`src/rtl/swallow_div.sv`:
```
module swallow_div #(
  parameter int A_W      = 7,
  parameter int B_W      = 11,
  parameter int NARROW_W = 4
) (
  input  logic           pclk,
  input  logic           rst_n,
  input  logic           cnt_clr,
  input  logic           hold,
  input  logic           narrow,
  input  logic [A_W-1:0] a_val,
  input  logic [B_W-1:0] b_val,
  output logic           mod_hi,
  output logic           div_pulse
);

  localparam logic [A_W-1:0] NMASK = A_W'((1 << NARROW_W) - 1);
  localparam logic [B_W-1:0] B_ONE = B_W'(1);

  logic [A_W-1:0] a_cnt;
  logic [B_W-1:0] b_cnt;
  logic [A_W-1:0] a_eff;
  logic           at_end;

  assign a_eff  = narrow ? (a_val & NMASK) : a_val;
  assign at_end = (b_cnt <= B_ONE);
  assign mod_hi = (a_cnt != '0);

  always_ff @(posedge pclk or negedge rst_n) begin
    if (!rst_n) begin
      a_cnt     <= '0;
      b_cnt     <= '0;
      div_pulse <= 1'b0;
    end else if (cnt_clr) begin
      a_cnt     <= '0;
      b_cnt     <= '0;
      div_pulse <= 1'b0;
    end else if (hold) begin
      div_pulse <= 1'b0;
    end else if (at_end) begin
      a_cnt     <= a_eff;
      b_cnt     <= b_val;
      div_pulse <= (b_cnt == B_ONE);
    end else begin
      b_cnt     <= b_cnt - B_ONE;
      if (a_cnt != '0) a_cnt <= a_cnt - A_W'(1);
      div_pulse <= 1'b0;
    end
  end

endmodule

```
`config.mk`:
```
export PLATFORM = sky130hd
export DESIGN_NAME = swallow_div
export DESIGN_NICKNAME = d
export VERILOG_FILES = /design/src/rtl/swallow_div.sv
export SDC_FILE = /design/constraint.sdc
export NUM_CORES = 1
export LEC_CHECK = 0
export BUFFER_PORTS_ARGS = -buffer_cell sky130_fd_sc_hd__buf_2
export CAP_MARGIN = 10
export CELL_PAD_IN_SITES_DETAIL_PLACEMENT = 0
export CELL_PAD_IN_SITES_GLOBAL_PLACEMENT = 2
export CORE_AREA = 2 2 58 74
export DETAILED_ROUTE_END_ITERATION = 7
export DIE_AREA = 0 0 60 76
export PLACE_DENSITY = 0.92
export SYNTH_ARGS = -nofsm -noshare
export SYNTH_HDL_FRONTEND = slang
export SYNTH_SLANG_ARGS = --single-unit
export TNS_END_PERCENT = 30
```
`constraint.sdc`:
```
create_clock -name pclk -period 3.7 [get_ports pclk]
set_input_delay 0.555 -clock pclk [delete_from_list [all_inputs] [get_ports pclk]]
set_output_delay 0.555 -clock pclk [all_outputs]
set_load 0.01 [all_outputs]
```
==> results of run 1 <==
[routing by layer]
metal  vias to the layer above  part of all wire [%]  GRT usage [%]
li1                        617                     -              -
met1                       591                    46           22.0
met2                        28                    49           27.1
met3                         4                   4.4           3.57
met4                         0                  0.73           2.44
met5                         -                     0              0
[synth_stat cells (all sizes together), types with 2 or more instances]
master / number / area share [%]
a2111oi: 2 / 1.8
a211oi: 4 / 2.3
a21oi: 5 / 1.9
a311oi: 2 / 1.3
a31oi: 9 / 4.3
and3: 2 / 1.3
buf: 3 / 1.6
clkbuf: 5 / 1.4
dfrtp: 19 / 37
ha: 3 / 2.9
inv: 8 / 2.3
mux2i: 5 / 3.9
nand2: 6 / 1.7
nand2b: 4 / 1.9
nand3: 5 / 1.9
nor2: 11 / 3.2
nor3: 6 / 2.3
nor4: 6 / 2.9
nor4b: 2 / 1.3
o21ai: 6 / 2.3
o22ai: 2 / 0.96
o311ai: 2 / 1.3
o31ai: 2 / 1.2
o41ai: 3 / 2.0
or3: 4 / 1.9
or3b: 2 / 1.3
or4: 5 / 3.2
[cells by family (layout without fill, tap and decap cells)]
group	count (synthesis)	in the layout	share of synthesized area, %
mux	5	5	3.85
flops	19	19	36.6
compound gates	44	44	24.4
simple gates	59	59	26.7
fa+ha+maj	3	3	2.89
buf+inv	17	37	5.68
[stage by stage]
step / hold WS (ns) / std cells
CTS: 0.249 / 223
global placement: 0.526 / 219
floorplan: 0.259 / 147
global route: 0.257 / 223
detailed placement: 0.519 / 219
finish: 0.229 / 223
[layout make-up]
cell class | count | area share, %
Multi-Input combinational cell | 111 | 50.2
Sequential cell | 19 | 31.8
Timing Repair Buffer | 24 | 8.03
Tap cell | 56 | 4.69
Clock buffer | 4 | 3.01
Inverter | 9 | 2.26
[critical path, stage by stage, from the launching register on]
cell and delay (ns):
dfrtp_1 0.39, inv_1 0.11, ha_1 0.23, nor4b_1 0.63, nand2_1 0.27, buf_2 0.21
[flip-flops by register name (all words and copies together), names as in the netlist]
| name | flops |
|---|---|
| a_cnt | 7 |
| b_cnt | 11 |
| div_pulse | 1 |
[final timing paths]
kind | startpoint | end | slack, ns | cells past startpoint
min | rst_n | b_cnt[10] | 0.23 | 1
max in group asynchronous | rst_n | a_cnt[0] | 3.15 | 1
min reg2reg | a_cnt[6] | a_cnt[6] | 0.55 | 1
max reg2reg | b_cnt[5] | b_cnt[0] | 1.07 | 4
min in group pclk | b_val[2] | b_cnt[2] | 0.53 | 2
max | a_cnt[0] | mod_hi | 1.06 | 5
[power groups by stage]
stage          logic, W  registers, W  clock network, W
6_report       0.000757      0.000391          0.000152
5_1_grt        0.000849      0.000406          0.000164
4_1_cts        0.000756      0.000390          0.000159
3_5_place_dp   0.000752      0.000393                 0
3_3_place_gp   0.000730      0.000389                 0
2_1_floorplan  0.000647      0.000352                 0
==> results.toml, run 1 <==
[clock_tree]
cts_root_buf = "clkbuf_8"
cts_tree = "yes"
clockBufferDepth = 2
cts.sinks = 19
cts.clk_slew.worst_paths_ns = 0.08
h-tree-depth = 1
clkLatencyLatePin_ns = 0.26
holdBufCountCts = 0
cts_setup_buffers = 0
ctsResizeCount = 0
cts_buffers = 3

[layout]
final_common_cell = "buf_2"
final_cell_mix = "24 x buf_2, 19 x dfrtp_1, 11 x nor2_1"
seq_area_um2 = 475
nets = 194
drive_gt1_share_pct = 21.0
synthToLayoutAreaGrowth_pct = 15.0
insertedDiodeCount = 0
final_area_um2 = 1500
final_util_pct = 38.0
fillCellCount = 417
multiInputGateArea_um2 = 751

[placement]
port-buffer-count = 24
dp_worst_setup_slack_ns = 1.12
dpl_cell_area_um2 = 1450
hpwl_um = 2530
gp_congestion = 0.825

[sta]
finalMaxSlewViolations = 0
fmax_mhz = 379
final-setup-viol-count = 0
hold_violations = 0
worst_pin_slew_ns = 0.934
period_needed_ns = 2.64
finalClockSkew_ns = 0.00752
rsz0062_at_grt = "false"
maxSlewHeadroom_pct = 37.2
fin_ws_ns = 1.06
setup_tns_ns = 0
post-route-period-util_pct = 71.2

[grt]
grt_pass1_wl_um = 5890
grt.total_usage_pct = 16.4
grt_pass1_vias = 1246
antenna_found_initial = 0
grt_max_degree = 25
grt_overflow_total = 0

[yosys]
ys_ff_latch = 19
yosys_warnings = 0
synth_edf_count = 0
synthesis.nets = 173
async_flop_share_pct = 100
syn_area_per_cell_um2 = 8.84
synth-main-ff-cell = "dfrtp_1"
ys_seq_area_share_pct = 36.6
synth.distinct_cells = 47
netlist_instances = 147
synthesis.area_um2 = 1300

[power_and_ir_drop]
leakagePower_nw = 0.627
power.share.clock_pct = 11.7
p_switching_w = 0.000613
intPower_w = 0.000687
pwr-share-seq_pct = 30.1
p_per_area_nw_per_um2 = 870
finalPower_w = 0.00130
peakVddDrop_uv = 426
pwr-share-comb_pct = 58.2
switching_share_pct = 47.2

[critical_path]
required_ns = 3.14
path_max_fanout = 5
cp_data_arrival_time_ns = 2.08
crit_path_start_kind = "register"
worstSetupPathType = "register to output port"
cp-end-kind = "output port"

[flow_run]
maxCapViolCount = 0

[die]
dieArea_um2 = 4560
die_h_um = 76
die_w_um = 60
rows = 26
io_pins = 25
start_util_pct = 33.0
coreArea_um2 = 3940

[routing]
final_antenna_net_count = 0
wl_per_cell_um = 15.4
totalWireLength_um = 3430
via_per_inst = 5.56
drc = 0
first_pass_iters = 4
drt_iter0_drc = 61
vias = 1240

[hold_path]
min_path_type = "input port to asynchronous set/reset pin"

[outcome]
outcome = "finished clean"
(Power assumes the default switching activity.)
==> run 2: changes to the inputs <==
- ABC_AREA: default -> 1
- CORE_AREA: 2 2 58 74 -> 2 2 67 84
- DIE_AREA: 0 0 60 76 -> 0 0 69 86
- PLACE_DENSITY: 0.92 -> 0.88
- clock period: 3.7 -> 2.65 ns (I/O delays scaled with it)
==> run 2 against run 1 <==
Effect of this change: cell count is 42% higher; via count is 9.8% higher; non-clock buffer count is 2 higher; critical path depth is 1 higher; sequential power is 30% higher; core utilization is 4.5 points lower; area after synthesis is 15% higher; clock-buffer cell count is 1 lower; register-to-register slack worse by 0.24 ns; synthesized cell count is 55% higher; highest routed layer unchanged; combinational power is 80% higher; sequential share of layout area is 3.9 points lower; critical path type unchanged; critical endpoint unchanged.
==> results.toml, run 2 <==
[outcome]
outcome = "finished clean"

[sta]
fmax_mhz = 526
period_needed_ns = 1.90
rsz0062_at_grt = "false"
fin_ws_ns = 0.751
setup_tns_ns = 0
worst_pin_slew_ns = 0.459
finalClockSkew_ns = 0.0102
post-route-period-util_pct = 71.7
hold_violations = 0
maxSlewHeadroom_pct = 69.4
finalMaxSlewViolations = 0
final-setup-viol-count = 0

[yosys]
async_flop_share_pct = 100
synth.distinct_cells = 22
synth-adder-area-share_pct = 2.51
synth_xor_xnor_area_share_pct = 2.92
synthMuxAreaShare_pct = 0
yosysTopAreaCellShare_pct = 31.7
ys_seq_area_share_pct = 31.7
synth_compound_area_share_pct = 3.59
synthSimpleGateAreaFrac_pct = 47.5
synthesis.nets = 254
ys_ff_latch = 19
synth_top_family_by_area = "simple AND/OR/NAND/NOR gates"
syn_area_per_cell_um2 = 6.57
netlist_instances = 228
synth_edf_count = 0
yosysMostFrequentCell = "nand2_1"
yosys-top-cells-area = "dfrtp_1 32%, nand2_1 24%, inv_1 7.8%"
synthesis.area_um2 = 1500
synth_area_leader_cell = "dfrtp_1"
netlist_top_cells_count = "97 x nand2_1, 31 x inv_1, 22 x nand3_1, 19 x dfrtp_1, 16 x nor2_1"
synth-main-ff-cell = "dfrtp_1"
yosys_warnings = 0

[grt]
grt_util_met2_pct = 22.2
grt.total_usage_pct = 12.3
grt.busiest_layer = "met2"
grt_max_degree = 22
use_met3_pct = 1.65
grt_pass1_vias = 1317
grt_pass1_wl_um = 5950
grt_use_met1_pct = 15.5
antenna_found_initial = 0
grt_overflow_total = 0

[die]
die_w_um = 69
die_h_um = 86
dieArea_um2 = 5930
start_util_pct = 29.5
coreArea_um2 = 5080
rows = 29
io_pins = 25

[layout]
drive_gt1_share_pct = 20.1
reg_top3 = "b_cnt: 11 flops, a_cnt: 7 flops, div_pulse: 1 flops"
largest_register_ffs = 11
multiInputGateArea_um2 = 847
nets = 281
seq_area_um2 = 475
synthToLayoutAreaGrowth_pct = 13.6
final_common_cell = "nand2_1"
largest-register = "b_cnt"
final_cell_mix = "97 x nand2_1, 31 x inv_1, 24 x buf_2"
fillCellCount = 592
insertedDiodeCount = 0

[routing]
drc = 0
drt_iter0_drc = 49
first_pass_iters = 4
totalWireLength_um = 3410
via_per_inst = 4.31
wl_per_cell_um = 10.8
vias = 1361
final_antenna_net_count = 0

[critical_path]
crit_path_start_kind = "register"
slowest_stage = "dfrtp_1"
worst_path_most_repeated_cell = "nand2_1"
required_ns = 2.25
path_cells = "inv_1, ha_1, nand2_1, nor2_1, nand2_1, buf_2"
worstSetupPathType = "register to output port"
max_stage_delay_ns = 0.38
path_max_fanout = 6
cp_data_arrival_time_ns = 1.50
cp-end-kind = "output port"

[clock_tree]
cts.sinks = 19
clockBufferDepth = 2
cts.clk_slew.worst_paths_ns = 0.08
h-tree-depth = 1
holdBufCountCts = 0
clkLatencyLatePin_ns = 0.26
cts_setup_buffers = 0
ctsResizeCount = 0
cts_root_buf = "clkbuf_8"
cts_buffers = 3
cts_tree = "yes"

[placement]
gp_congestion = 0.786
port-buffer-count = 24
dp_worst_setup_slack_ns = 0.811
hpwl_um = 2660

[power_and_ir_drop]
p_per_area_nw_per_um2 = 1230
peakVddDrop_uv = 391
leakagePower_nw = 1.01

[flow_run]
maxCapViolCount = 0

[hold_path]
min_path_type = "input port to asynchronous set/reset pin"
run 2: stage by stage:
step / cell area [um2] / hold slack (ns) / util, % / cells / total power (W)
final: 1700 / 0.0700 / 33.5 / 316 / 0.00208
after global routing: 1700 / 0.112 / 33.5 / 316 / 0.00237
after CTS: 1700 / 0.0827 / 33.5 / 316 / 0.00213
after detailed placement: 1660 / 0.372 / 32.6 / 312 / 0.00191
after global placement: 1660 / 0.367 / 32.6 / 312 / 0.00190
after floorplan: 1500 / 0.102 / - / 228 / 0.00178
run 2: final timing paths:
check / endpoint / from / slack (ns) / depth (start not counted)
worst max-delay path: mod_hi / a_cnt[0] / 0.75 / 6
worst min-delay path: a_cnt[6] / rst_n / 0.07 / 1
worst max register to register: b_cnt[6] / b_cnt[1] / 0.83 / 10
worst min register to register: a_cnt[6] / a_cnt[6] / 0.48 / 2
max in group asynchronous: b_cnt[6] / rst_n / 2.25 / 1
min in group pclk: b_cnt[5] / b_val[5] / 0.43 / 5
run 2: area by class of cell:
| type | instances | area share, % |
|---|---|---|
| multi-input combinational | 173 | 49.8 |
| tap | 62 | 4.56 |
| sequential | 19 | 27.9 |
| inverter | 32 | 7.06 |
| clock buffer | 3 | 2.43 |
| timing repair buffer | 26 | 7.94 |
| clock inverter | 1 | 0.294 |
run 2: per-layer routing:
layer	up-vias	routed length, um
li1	739	-
met1	594	1600
met2	24	1660
met3	4	109
met4	0	32
met5	-	0
run 2: power breakdown:
| group | switching, W | internal (W) |
|---|---|---|
| Sequential | 0.000118 | 0.000392 |
| Combinational | 0.000877 | 0.000487 |
| Clock | 0.000107 | 0.000105 |
| Total | 0.00110 | 0.000983 |
run 2: logic make-up after synthesis:
group	count (synthesis)
AO/OA/AOI/OAI	7
XOR/XNOR	5
AND/OR/NAND/NOR	158
adder cells (fa/ha/maj)	3
buffers and inverters	36
flip-flops	19
run 2: worst max-delay path, delay by kind of cell (launching register included):
family	cells	cell delay, ns
adders and majority gates	1	0.24
buffers and inverters	2	0.31
DFF	1	0.38
and+or+nand+nor	3	0.32
